## config.mk

```make
export PLATFORM = sky130hd
export DESIGN_NAME = tier_select
export DESIGN_NICKNAME = d
export VERILOG_FILES = /design/src/rtl/tier_sel_pkg.sv /design/src/rtl/tier_lfsr.sv /design/src/rtl/tier_rotate.sv /design/src/rtl/tier_policy.sv /design/src/rtl/tier_select.sv
export SDC_FILE = /design/constraint.sdc
export NUM_CORES = 1
export LEC_CHECK = 0
export BUFFER_PORTS_ARGS = -buffer_cell sky130_fd_sc_hd__clkbuf_2
export CAP_MARGIN = 20
export CORE_MARGIN = 5
export CORE_UTILIZATION = 58
export CTS_BUF_LIST = sky130_fd_sc_hd__clkbuf_8 sky130_fd_sc_hd__clkbuf_16
export DETAILED_ROUTE_END_ITERATION = 10
export HOLD_SLACK_MARGIN = 0.06
export MAX_ROUTING_LAYER = met4
export PLACE_DENSITY = 0.78
export SETUP_SLACK_MARGIN = 0.15
export SLEW_MARGIN = 20
export SYNTH_ARGS = -nofsm -noshare
export SYNTH_HDL_FRONTEND = slang
export SYNTH_HIERARCHICAL = 1
export SYNTH_SLANG_ARGS = --single-unit
```

## constraint.sdc

```tcl
create_clock -name clk -period 2.4 [get_ports clk]
set_input_delay 0.48 -clock clk [delete_from_list [all_inputs] [get_ports clk]]
set_output_delay 0.48 -clock clk [all_outputs]
set_load 0.02 [all_outputs]
```

## src/rtl/tier_sel_pkg.sv

```systemverilog
package tier_sel_pkg;
   typedef enum logic [1:0] {
      POL_RANDOM = 2'b00,
      POL_BOTTOM = 2'b01,
      POL_CLASS  = 2'b10,
      POL_SPARE  = 2'b11
   } policy_e;

   localparam logic CLS_CONTROL = 1'b0;
   localparam logic CLS_DATA    = 1'b1;
endpackage

```

## src/rtl/tier_lfsr.sv

```systemverilog
module tier_lfsr #(
   parameter int           W    = 16,
   parameter logic [W-1:0] TAPS = 16'hB400,
   parameter logic [W-1:0] SEED = 16'hACE1
) (
   input  logic         clk,
   input  logic         rst_n,
   input  logic         step_i,
   output logic [W-1:0] state_o
);
   logic [W-1:0] nxt;

   // right-shift Galois step, applied only when a start arrives
   always_comb begin
      nxt = state_o >> 1;
      if (state_o[0]) nxt = nxt ^ TAPS;
   end

   always_ff @(posedge clk) begin
      if (!rst_n)      state_o <= SEED;
      else if (step_i) state_o <= nxt;
   end
endmodule

```

## src/rtl/tier_rotate.sv

```systemverilog
module tier_rotate #(
   parameter int N      = 4,
   localparam int IDX_W = $clog2(N)
) (
   input  logic [IDX_W-1:0] cand_i,
   input  logic [N-1:0]     mask_i,
   output logic [IDX_W-1:0] pick_o,
   output logic             found_o
);
   logic [N-1:0] rot_usable;

   // Usable flag of the tier "off" steps above the candidate, wrapping
   for (genvar off = 0; off < N; off++) begin : g_off
      always_comb rot_usable[off] = mask_i[(int'(cand_i) + off) % N];
   end

   // Walk from the farthest offset down so the nearest usable tier wins
   always_comb begin
      pick_o  = '0;
      found_o = 1'b0;
      for (int off = N - 1; off >= 0; off--) begin
         if (rot_usable[off]) begin
            pick_o  = IDX_W'((int'(cand_i) + off) % N);
            found_o = 1'b1;
         end
      end
   end
endmodule

```

## src/rtl/tier_policy.sv

```systemverilog
module tier_policy
   import tier_sel_pkg::*;
#(
   parameter int N      = 4,
   localparam int IDX_W = $clog2(N)
) (
   input  logic [1:0]       policy_i,
   input  logic             class_i,
   input  logic [N-1:0]     avail_i,
   input  logic [IDX_W-1:0] cand_i,
   output logic [IDX_W-1:0] tier_o
);
   logic [N-1:0]     usable;
   logic [N-1:0]     upper;
   logic [N-1:0]     rot_mask;
   logic [IDX_W-1:0] rot_pick;
   logic             rot_found;
   policy_e          pol;

   always_comb begin
      pol      = policy_e'(policy_i);
      usable   = avail_i | N'(1);
      upper    = usable & ~N'(1);
      rot_mask = (pol == POL_CLASS) ? upper : usable;
   end

   tier_rotate #(.N(N)) rot_i (
      .cand_i  (cand_i),
      .mask_i  (rot_mask),
      .pick_o  (rot_pick),
      .found_o (rot_found)
   );

   always_comb begin
      unique case (pol)
         POL_RANDOM: tier_o = rot_pick;
         POL_CLASS:  tier_o = (class_i == CLS_DATA && rot_found) ? rot_pick : '0;
         default:    tier_o = '0;
      endcase
   end
endmodule

```

## src/rtl/tier_select.sv

```systemverilog
module tier_select #(
   parameter int                NUM_TIERS = 4,
   parameter int                LFSR_W    = 16,
   parameter logic [LFSR_W-1:0] LFSR_TAPS = 16'hB400,
   parameter logic [LFSR_W-1:0] LFSR_SEED = 16'hACE1,
   localparam int               TIER_W    = $clog2(NUM_TIERS)
) (
   input  logic                 clk,
   input  logic                 rst_n,
   input  logic                 start_i,
   input  logic                 class_i,
   input  logic [1:0]           policy_i,
   input  logic [NUM_TIERS-1:0] avail_i,
   output logic [TIER_W-1:0]    tier_o,
   output logic                 valid_o
);
   initial begin
      assert (NUM_TIERS >= 2 && (1 << TIER_W) == NUM_TIERS)
         else $error("NUM_TIERS must be a power of two, at least 2");
      assert (LFSR_W >= TIER_W) else $error("LFSR narrower than tier index");
      assert (LFSR_SEED != '0) else $error("LFSR seed must be nonzero");
   end

   logic [LFSR_W-1:0] lfsr_q;
   logic [TIER_W-1:0] pick;

   tier_lfsr #(.W(LFSR_W), .TAPS(LFSR_TAPS), .SEED(LFSR_SEED)) lfsr_i (
      .clk     (clk),
      .rst_n   (rst_n),
      .step_i  (start_i),
      .state_o (lfsr_q)
   );

   tier_policy #(.N(NUM_TIERS)) pol_i (
      .policy_i (policy_i),
      .class_i  (class_i),
      .avail_i  (avail_i),
      .cand_i   (lfsr_q[TIER_W-1:0]),
      .tier_o   (pick)
   );

   // The mask is read only on the strobe, so the held result cannot drift
   always_ff @(posedge clk) begin
      if (!rst_n) begin
         tier_o  <= '0;
         valid_o <= 1'b0;
      end else begin
         valid_o <= start_i;
         if (start_i) tier_o <= pick;
      end
   end
endmodule

```

# [Yosys cells after proc, flatten, opt, wreduce, memory -nomap -nowiden]
# Index checks and enable logic that the tools add are counted.
# W data, S select, Z words.
[word_totals] in_bits=10 output_inout_bits=3 register_bits=19 word_cells=43
[classes] eq_ne=1 n_addsub=3 reduce_logical=5 muxes=23 order_cmp=4 bitwise=4
[op_table] operator="$mux W16" n=1
[op_table] operator="$lt A3 B4 Y1 const B" n=3
[op_table] operator="$mux W1" n=12
[op_table] operator="$mux W2" n=5
[op_table] operator="$bmux W1 S2" n=4
[op_table] operator="$reduce_or A2 Y1" n=3
[op_table] operator="$add A2 B2 Y2 const B" n=2
[op_table] operator="$not A3 Y4" n=1
[op_table] operator="$pmux W2 S2" n=1
[op_table] operator="$and A1 B1 Y1 const A" n=3
[op_table] operator="$lt A2 B3 Y1 const B" n=1
[op_table] operator="$add A2 B1 Y2 const B" n=1
[op_table] operator="$eq A2 B2 Y1 const B" n=1
[op_table] operator="$logic_not A2 Y1" n=1
[op_table] operator="$logic_and A1 B1 Y1" n=1

# [Longest topological paths before layout]
# Gate-level depths: netlist (run 1).
[logic_depth] ltp_word=13 mapped_depth=7

# [By module]
# The synthesis (run 1) kept the hierarchy.
[by_module_without_submodules] mod="tier_lfsr" cells_per_inst=69 area_per_inst_um2=729.4 instances=1
[by_module_without_submodules] mod="tier_select" cells_per_inst=8 area_per_inst_um2=100.1 instances=1
[by_module_without_submodules] mod="tier_rotate" cells_per_inst=13 area_per_inst_um2=77.6 instances=1
[by_module_without_submodules] mod="tier_policy" cells_per_inst=4 area_per_inst_um2=30.0 instances=1

# [Worst setup path before layout (run 1)]
# OpenSTA, ideal clock, no wires.
[synth_timing] path_type="input-to-reg" startpoint="in policy_i[1]" endpoint="reg tier_o[0]" required_time_ps=2284 path_slack_ps=1021 cell_stages=7 setup_ps=116 arrival_ps=1263 path_buffers=0 cell_sequence="or2b_1 -> nor2_1 -> nand2_1 -> a21boi_1 -> nor3b_1 -> mux2i_1 -> nor2b_1"
[synth_between] elab_chain_len=12 word_cells_on_any_way=25 classes_between="eq/ne (1); mux (22); reduce/logical (2)"
[synth_rtl] element="from (decl)" line="tier_select.sv:12" source="input logic [1:0] policy_i,"
[synth_rtl] element="$eq A2 B2 Y1 *" line="tier_policy.sv:24" source="rot_mask = (pol == POL_CLASS) ? upper : usable;"
[synth_rtl] element="$mux W1 *" line="tier_policy.sv:24"
[synth_rtl] element="$bmux W1 S2" line="tier_rotate.sv:14" source="always_comb rot_usable[off] = mask_i[(int'(cand_i) + off) % N];"
[synth_rtl] element="$mux W1 (implied by the code) (2 in a row)" line="tier_rotate.sv:14"
[synth_rtl] element="$mux W1 (3 in a row)" line="tier_rotate.sv:22" source="if (rot_usable[off]) begin"
[synth_rtl] element="$mux W1 *" line="tier_rotate.sv:22"
[synth_rtl] element="net pol_i.rot_found" line="tier_policy.sv:17" source="logic rot_found;"
[synth_rtl] element="$logic_and A1 B1 Y1 *" line="tier_policy.sv:37" source="POL_CLASS: tier_o = (class_i == CLS_DATA && rot_found) ? rot_pick : '0;"
[synth_rtl] element="$mux W2 *" line="tier_policy.sv:37"
[synth_rtl] element="$pmux W2 S2 *" line="tier_policy.sv:35" source="unique case (pol)"
[synth_rtl] element="net pick[0]" line="tier_select.sv:25" source="logic [TIER_W-1:0] pick;"
[synth_rtl] element="to (signal assigned)" line="tier_select.sv:49" source="if (start_i) tier_o <= pick;"
[synth_rtl] element="to (decl)" line="tier_select.sv:14" source="output logic [TIER_W-1:0] tier_o,"
# The timed path passes the listed nets; every way through them passes the cells marked *. The select of a mux whose other input is x is not followed.
# A chain may end at the register's enable or synchronous reset.

# [Final worst setup path (run 1)]
[layout_timing] startpoint="reg lfsr_i.state_o[0]" endpoint="reg tier_o[1]"
[layout_between] word_cells_on_any_way=25 classes_between="add/sub (3); mux (21); reduce/logical (1)"
[layout_lines] element="from (decl)" line="tier_lfsr.sv:9" source="output logic [W-1:0] state_o"
[layout_lines] element="from (signal assigned)" line="tier_lfsr.sv:21" source="else if (step_i) state_o <= nxt;"
[layout_lines] element="$add A2 B2 Y2" line="tier_rotate.sv:14, tier_rotate.sv:23"
[layout_lines] element="$bmux W1 S2" line="tier_rotate.sv:14"
[layout_lines] element="$mux W1 (implied by the code) (2 in a row)" line="tier_rotate.sv:14"
[layout_lines] element="$mux W2 (3 in a row)" line="tier_rotate.sv:22"
[layout_lines] element="$mux W2 *" line="tier_rotate.sv:22"
[layout_lines] element="net pol_i.rot_pick[1]" line="tier_policy.sv:16" source="logic [IDX_W-1:0] rot_pick;"
[layout_lines] element="$mux W2" line="tier_policy.sv:37"
[layout_lines] element="$pmux W2 S2 *" line="tier_policy.sv:35"
[layout_lines] element="net pick[1]" line="tier_select.sv:25"
# Marked as above.

==> results of run 1 <==
[through the flow]
step / hold slack [ps] / utilization / power (mW) / instance area, µm²
4_1_cts: 480 / 0.678 / 0.648 / 916
5_1_grt: 506 / 0.678 / 0.677 / 916
3_5_place_dp: 462 / 0.644 / 0.428 / 870
6_report: 473 / 0.678 / 0.635 / 916
2_1_floorplan: 438 / - / 0.416 / 855
3_3_place_gp: 453 / 0.644 / 0.426 / 870
[layout make-up]
cell class	instances	area (µm²)	share of cell area
Clock buffer	3	41.3	0.0451
Sequential cell	19	380	0.415
Tap cell	15	18.8	0.0205
Multi-Input combinational cell	58	415	0.454
Timing Repair Buffer	11	55.1	0.0601
Clock inverter	1	5.00	0.00546
[flip-flops by register name, summed over array words and instances (netlist names)]
register and flops:
lfsr_i/state_o 16, tier_o 2, valid_o 1
[power breakdown]
part | total (mW) | switching, mW | internal [mW]
combinational | 0.0723 | 0.0342 | 0.0382
clock | 0.214 | 0.0992 | 0.115
sequential | 0.348 | 0.0132 | 0.335
[routing by layer]
layer,GRT usage,vias up
li1,-,294
met1,0.147,246
met2,0.180,6
met3,0.0336,0
met4,0.0691,0
met5,-,-
[worst paths after layout]
kind         slack (ps)                        endpoint                           start  cells past startpoint
min                 470  lfsr_i/state_o[5]$_SDFFE_PN1P_  lfsr_i/state_o[5]$_SDFFE_PN1P_                      2
max reg2reg         990          tier_o[1]$_SDFFE_PN0P_  lfsr_i/state_o[0]$_SDFFE_PN1P_                      6
max                 990          tier_o[1]$_SDFFE_PN0P_  lfsr_i/state_o[0]$_SDFFE_PN1P_                      6
min reg2reg         470  lfsr_i/state_o[5]$_SDFFE_PN1P_  lfsr_i/state_o[5]$_SDFFE_PN1P_                      2
[critical path, stage by stage (launching register included)]
cell                       delay (ps)
sky130_fd_sc_hd__dfxtp_1          520
sky130_fd_sc_hd__nor3b_1          230
sky130_fd_sc_hd__a211oi_1          70
sky130_fd_sc_hd__nor2_1            90
sky130_fd_sc_hd__nor3b_1          200
sky130_fd_sc_hd__mux2i_1          100
sky130_fd_sc_hd__nor2b_1          140
[cell usage in the layout, fill, tap and decap left out, drive strengths merged]
master  instances
nor3b           3
a21oi           2
nand2b          2
a211oi          2
a22oi           2
dfxtp          19
nor2b           9
nor2            6
clkinv          1
a21boi          1
or2b            1
xnor2           3
and2            2
o21ai           1
nand2           8
mux2i          16
clkbuf         14
==> results.txt, run 1 <==
Dividing the detail-routed wire length by the instance count gives 11.2 µm. The number of warnings issued by yosys is 6. The final max-slew violation count came out at 0. Data on the critical path arrives at its endpoint at 1600 ps.

The type of origin of the critical path is a register. The TritonCTS sink count is 19. The antenna violation net count after detailed routing came out at 0. The via count of the first global-routing pass came out at 516. The kind of end point of the critical path is a register. After filler insertion, the fill cell instance count of the layout stands at 115. The final count of hold timing violations is 0. The number of clock buffers inserted by TritonCTS came out at 3. The total negative setup slack is 0 ps. The maximum count of clock buffers along a single path is 2. Setup repair after global routing left no endpoint under its margin.

The static leakage came out at 0.399 nW. Entering global routing, the biggest net connects 22 pins. The number of buffers added for setup after CTS is 0. The routed wire length on met2 is 561 µm. Based on the critical path, the design can be clocked at up to 710 MHz. The DRC violation count after routing is 0. The final critical-path share of the clock period came out at 0.587.

The clock network latency to the later pin of the worst-skew pair came out at 250 ps. The slew at the pin closest to its max-slew limit came out at 572 ps. The number of buffers inserted for hold repair after clock tree synthesis is 0. The weighted congestion reported at the end of routability-driven placement came out at 0.699. The final-report setup violation count came out at 0.

The detailed router put a total of 593 µm of wire on met1. Clock-pin slew was measured on the worst setup and hold paths at 70 ps. The fraction of final layout cells sized beyond drive strength 1 came out at 0.217. For this run the aggregate overflow at the end of global routing stands at 0. Each instance of the synthesized netlist takes up on average 10.3 µm². The initial core utilization is 0.633. For this run, the total global-route usage over all layers was measured as 0.122. In this run, post-CTS repair resized a total of 0 instances.

The clock period could shrink to 1410 ps. The worst slew slack as a fraction of its limit is 0.618. The length of routed met3 wiring came out at 47 µm.

The minimum setup slack after placement came out at 759 ps. The area of the die came out at 2340 µm². The initial antenna violation count is 0. The tree is rooted in a sky130_fd_sc_hd__clkbuf_8. The core footprint came out at 1350 µm². The number of placed cells counting well taps is 103. The finished layout holds 107 standard cells, fillers aside. The diode insertion count for antenna repair is 0. TritonCTS built the clock tree. For this block, the initial DRC count from the detailed router was 7.

The sum of net half-perimeters after detailed placement came out at 877 µm. The cell area after synthesis is 855 µm². The class of the tightest hold or removal check is reg -> reg. The largest driver fanout on the critical path is 9.

The largest voltage drop on the vdd net came out at 0.527 mV. The number of vias per cell after detailed routing came out at 5.10. Data on the critical path is required at its endpoint by 2590 ps. The total via count after detailed routing is 546. The floorplan has 13 rows.

The number of H-tree branching levels is 1. The global-route wire length before repair came out at 2260 µm. In the synthesized netlist, the number of instances is 83. The number of maximum-capacitance violations is 0.

Compared with the post-synthesis result, the final layout area differs by 7.17%. For this design the top-level I/O count stands at 13. The synthesized netlist net count is 93. The number of iterations in the first detailed-routing pass came out at 4. The routed wire length is 1200 µm. In this run the horizontal extent of the chip is 48.4 µm. In this run the top signal layer used is met3. The worst setup path is of the reg -> reg kind. The final setup slack of the worst path is 992 ps. The port buffer count came out at 11. The number of nets in the layout came out at 103. Measured along the y axis, the die boundary spans 48.4 µm.

The run finished with clean final reports. The post-route clock skew came out at 4.72 ps. The power per unit of standard cell area is 693 nW/µm².
Power figures use the tool's default switching activity.
==> inputs of run 2 (changes only) <==
--- a/config.mk
+++ b/config.mk
@@ -8,12 +8,12 @@
 export BUFFER_PORTS_ARGS = -buffer_cell sky130_fd_sc_hd__clkbuf_2
 export CAP_MARGIN = 20
 export CORE_MARGIN = 5
-export CORE_UTILIZATION = 58
+export CORE_UTILIZATION = 54
 export CTS_BUF_LIST = sky130_fd_sc_hd__clkbuf_8 sky130_fd_sc_hd__clkbuf_16
 export DETAILED_ROUTE_END_ITERATION = 10
 export HOLD_SLACK_MARGIN = 0.06
 export MAX_ROUTING_LAYER = met4
-export PLACE_DENSITY = 0.78
+export PLACE_DENSITY = 0.74
 export SETUP_SLACK_MARGIN = 0.15
 export SLEW_MARGIN = 20
 export SYNTH_ARGS = -nofsm -noshare
==> constraint.sdc (replaced) <==
create_clock -name clk -period 1.35 [get_ports clk]
set_input_delay 0.27 -clock clk [delete_from_list [all_inputs] [get_ports clk]]
set_output_delay 0.27 -clock clk [all_outputs]
set_load 0.02 [all_outputs]
==> run 2 against run 1 <==
  * Die area up 5.8%
  * Flip-flop and latch count unchanged
  * Register-to-register slack worse by 810 ps
  * Routed wire length is 8.3% higher
  * Cell count rose by 3.7%
  * Utilization down 2.9 points
  * Clock skew is 3.6 ps lower
  * Worst setup slack lost 820 ps
  * Count of clock-buffer cells in the layout unchanged
  * Combinational power grew 110%
  * First-iteration DRC count increased by 57%
  * Critical endpoint is now tier_o[0]$_SDFFE_PN0P_
  * Highest routed layer unchanged
==> results.txt, run 2 (same netlist as run 1, synthesis figures left out) <==
The kind of end point of the critical path is a register (unchanged). The switching power summed over all nets came to 0.265 mW (was 0.147 mW). The via count of the first global-routing pass is 566 (was 516). The total via count after detailed routing is 555 (was 546).

The library cell used as clock root buffer is sky130_fd_sc_hd__clkbuf_8 (unchanged). Setup repair after global routing missed its margin: true (was false). The flip-flop count of the largest register after layout came out at 16 (unchanged). The number of H-tree branching levels was 1 (unchanged). The number of buffers inserted for hold repair after clock tree synthesis was 0 (unchanged). The data required time of the worst path is 1490 ps (was 2590 ps). The sum of net half-perimeters after detailed placement came out at 913 µm (was 877 µm). The diode insertion count for antenna repair came out at 0 (unchanged). The worst setup path category is in -> reg (was reg -> reg). The class of the tightest hold or removal check is in -> reg (was reg -> reg). Outcome: finished clean (unchanged). The cell area after placement is 906 µm² (was 870 µm²). The overall overflow remaining after global route is 0 (unchanged).

The fraction of final layout cells sized beyond drive strength 1 came to 0.305 (was 0.217). The maximum count of clock buffers along a single path came out at 2 (unchanged). Series of cell instances along the critical path: clkbuf_2, or2b_1, nor2_1, nand2_1, a21boi_1, nor3b_2, mux2i_1, nor2b_1 (was nor3b_1, a211oi_1, nor2_1, nor3b_1, mux2i_1, nor2b_1). The final critical-path share of the clock period is 0.875. The combinational fraction of design power came to 0.132 (was 0.114). The startpoint of the worst hold path is rst_n (was lfsr_i/state_o[5]$_SDFFE_PN1P_). The TritonCTS sink count was 19 (unchanged).

The clock-pin slew on the worst setup and hold paths is 70 ps (about the same). The relative contribution of sequential cells to total power is 0.537 (was 0.548). The global-route usage over all layers came to 0.116 (was 0.122). The total power after layout is 1.14 mW (was 0.635 mW). The post-route clock skew is 1.15 ps (was 4.72 ps). The routed wire length was 1300 µm (was 1200 µm). The destination of the worst register-to-register timing path is tier_o[1]$_SDFFE_PN0P_ (unchanged).

The cell with the biggest individual delay on the critical path was sky130_fd_sc_hd__or2b_1 (was sky130_fd_sc_hd__dfxtp_1). The fraction of power consumed by the clock network came out at 0.331 (was 0.338). The number of maximum-capacitance violations is 0 (unchanged). The number of vias per cell after detailed routing is 5.00 (was 5.10). The number of buffers added for setup after CTS was 0 (unchanged). The number of iterations in the first detailed-routing pass came out at 4 (unchanged). The final-report setup violation count came to 0 (unchanged). The origin of the critical flop-to-flop path is lfsr_i/state_o[0]$_SDFFE_PN1P_ (unchanged). The die span in y came out at 49.8 µm (was 48.4 µm). The number of core rows came out at 14 (was 13). The end point of the most critical hold path is lfsr_i/state_o[6]$_SDFFE_PN1P_ (was lfsr_i/state_o[5]$_SDFFE_PN1P_). The final count of hold timing violations is 0 (unchanged). The die boundary width is 49.8 µm (was 48.4 µm). The mean routed wirelength per cell was 11.7 µm (was 11.2 µm). The number of cells on the worst hold path came out at 2 (unchanged). The clock network latency to the later pin of the worst-skew pair is 250 ps (about the same).

The largest voltage drop on the vdd net is 0.899 mV (was 0.527 mV). The end-of-flow core utilization is 0.650 (was 0.678). The violation count after the first detailed-route iteration came out at 11 (was 7). The number of nets in the layout is 106 (was 103). The internal reg-to-reg setup slack is 180 ps (was 990 ps). The highest clock rate is 847 MHz. The most common cell after layout, fill and taps aside is sky130_fd_sc_hd__dfxtp_1 (unchanged). The minimum clock period after layout is 1180 ps. The final design area excluding fillers is 978 µm² (was 916 µm²). The static leakage came to 0.424 nW (was 0.399 nW).

The net switching share of the total power came out at 0.231 (about the same). The antenna violation net count after detailed routing is 0 (unchanged). The non-filler instance count after layout is 111 (was 107). The area of the die came out at 2480 µm² (was 2340 µm²). The data arrival time at the worst-slack endpoint came out at 1320 ps (was 1600 ps). The internal power came out at 0.880 mW (was 0.488 mW). The top-level port count came to 13 (unchanged). The initial antenna violation count came out at 0 (unchanged). The power per unit of standard cell area is 1170 nW/µm² (was 693 nW/µm²). The core footprint is 1510 µm² (was 1350 µm²). The number of clock buffers inserted by TritonCTS was 3 (unchanged). The CTS tree is done (unchanged). The largest driver fanout on the critical path came out at 2 (was 9). Commonest cells after routing, fill and taps aside: sky130_fd_sc_hd__dfxtp_1, sky130_fd_sc_hd__mux2i_1, sky130_fd_sc_hd__clkbuf_2 (unchanged). The number of placed cells counting well taps was 107 (was 103). The DRC violation count after routing was 0 (unchanged). The global-route wire length before repair came out at 2250 µm (was 2260 µm).

Top flop regs: lfsr_i/state_o: 16 flops, tier_o: 2 flops, valid_o: 1 flops (unchanged). The type of origin of the critical path is an input pin (was register). The largest stage delay on the critical path is 250 ps (was 520 ps). The final max-slew violation count is 0 (unchanged). The weighted congestion reported at the end of routability-driven placement is 0.691 (was 0.699). The number of cell instances on the worst register-to-register path is 6 (unchanged). The port buffer count is 11 (unchanged). The initial core utilization came out at 0.567 (was 0.633).

The slew at the pin closest to its max-slew limit is 321 ps (was 572 ps). The worst slew slack as a fraction of its limit is 0.786 (was 0.618). The total negative setup slack came out at 0 ps (unchanged). The register name with the most flops is lfsr_i/state_o (unchanged). The signed area change from the synthesized netlist to the final layout came to 14.5% (was 7.17%). The largest net degree at the start of global routing is 22 (unchanged).
## run 2: cell count changes in the layout (fill, tap and decap cells not counted), sizes merged
| cell | before | now |
|---|---|---|
| buf | 0 | 3 |
## run 2: worst max path at each step
stage,startpoint,to,slack (ps),cells after the start
6_report,policy_i[1],tier_o[0]$_SDFFE_PN0P_,170,8
2_1_floorplan,lfsr_i/state_o[0]$_SDFFE_PN1P_,tier_o[1]$_SDFFE_PN0P_,160,7
3_3_place_gp,policy_i[0],tier_o[1]$_SDFFE_PN0P_,1,8
5_1_grt,lfsr_i/state_o[1]$_SDFFE_PN0P_,tier_o[0]$_SDFFE_PN0P_,80,6
3_5_place_dp,policy_i[1],tier_o[1]$_SDFFE_PN0P_,4,8
4_1_cts,lfsr_i/state_o[0]$_SDFFE_PN1P_,tier_o[1]$_SDFFE_PN0P_,160,6
## run 2: power groups by stage
| stage | Clock (mW) | Combinational [mW] | Sequential, mW |
|---|---|---|---|
| after global placement | 0 | 0.142 | 0.628 |
| final | 0.379 | 0.151 | 0.615 |
| after CTS | 0.389 | 0.146 | 0.614 |
| after global routing | 0.415 | 0.169 | 0.619 |
| after detailed placement | 0 | 0.146 | 0.629 |
| after floorplan | 0 | 0.113 | 0.628 |
## run 2: layout make-up
| type | count | area, µm² |
|---|---|---|
| Tap cell | 16 | 20.0 |
| Sequential cell | 19 | 385 |
| Clock inverter | 1 | 5.00 |
| Timing Repair Buffer | 14 | 90.1 |
| Fill cell | 119 | 528 |
| Multi-Input combinational cell | 58 | 437 |
| Clock buffer | 3 | 41.3 |
## run 2: layer usage
metal,up-vias,GRT usage,wire [µm]
met5,-,-,0
met4,0,0.0262,0
met3,0,0.0361,33
met2,5,0.214,602
met1,248,0.117,667
li1,302,-,-
## run 2: worst max-delay path, delay by kind of cell
family / cells / cell delay, ps
and+or+nand+nor: 5 / 590
AOI/OAI and AO/OA: 1 / 240
muxes: 1 / 140
buffers and inverters: 1 / 90
## run 2: timing repair
action | in CTS | in global routing
endpoints found under the setup margin | 2 | 2
hold endpoints to repair | 0 | 0
resized for setup | 2 | 5
## run 2: stage by stage
| step | hold WS (ps) | worst slack (ps) |
|---|---|---|
| after floorplan | 398 | 161 |
| after global placement | 456 | 1.01 |
| after detailed placement | 460 | 4.18 |
| after CTS | 388 | 155 |
| after global routing | 441 | 75.8 |
| final | 385 | 169 |
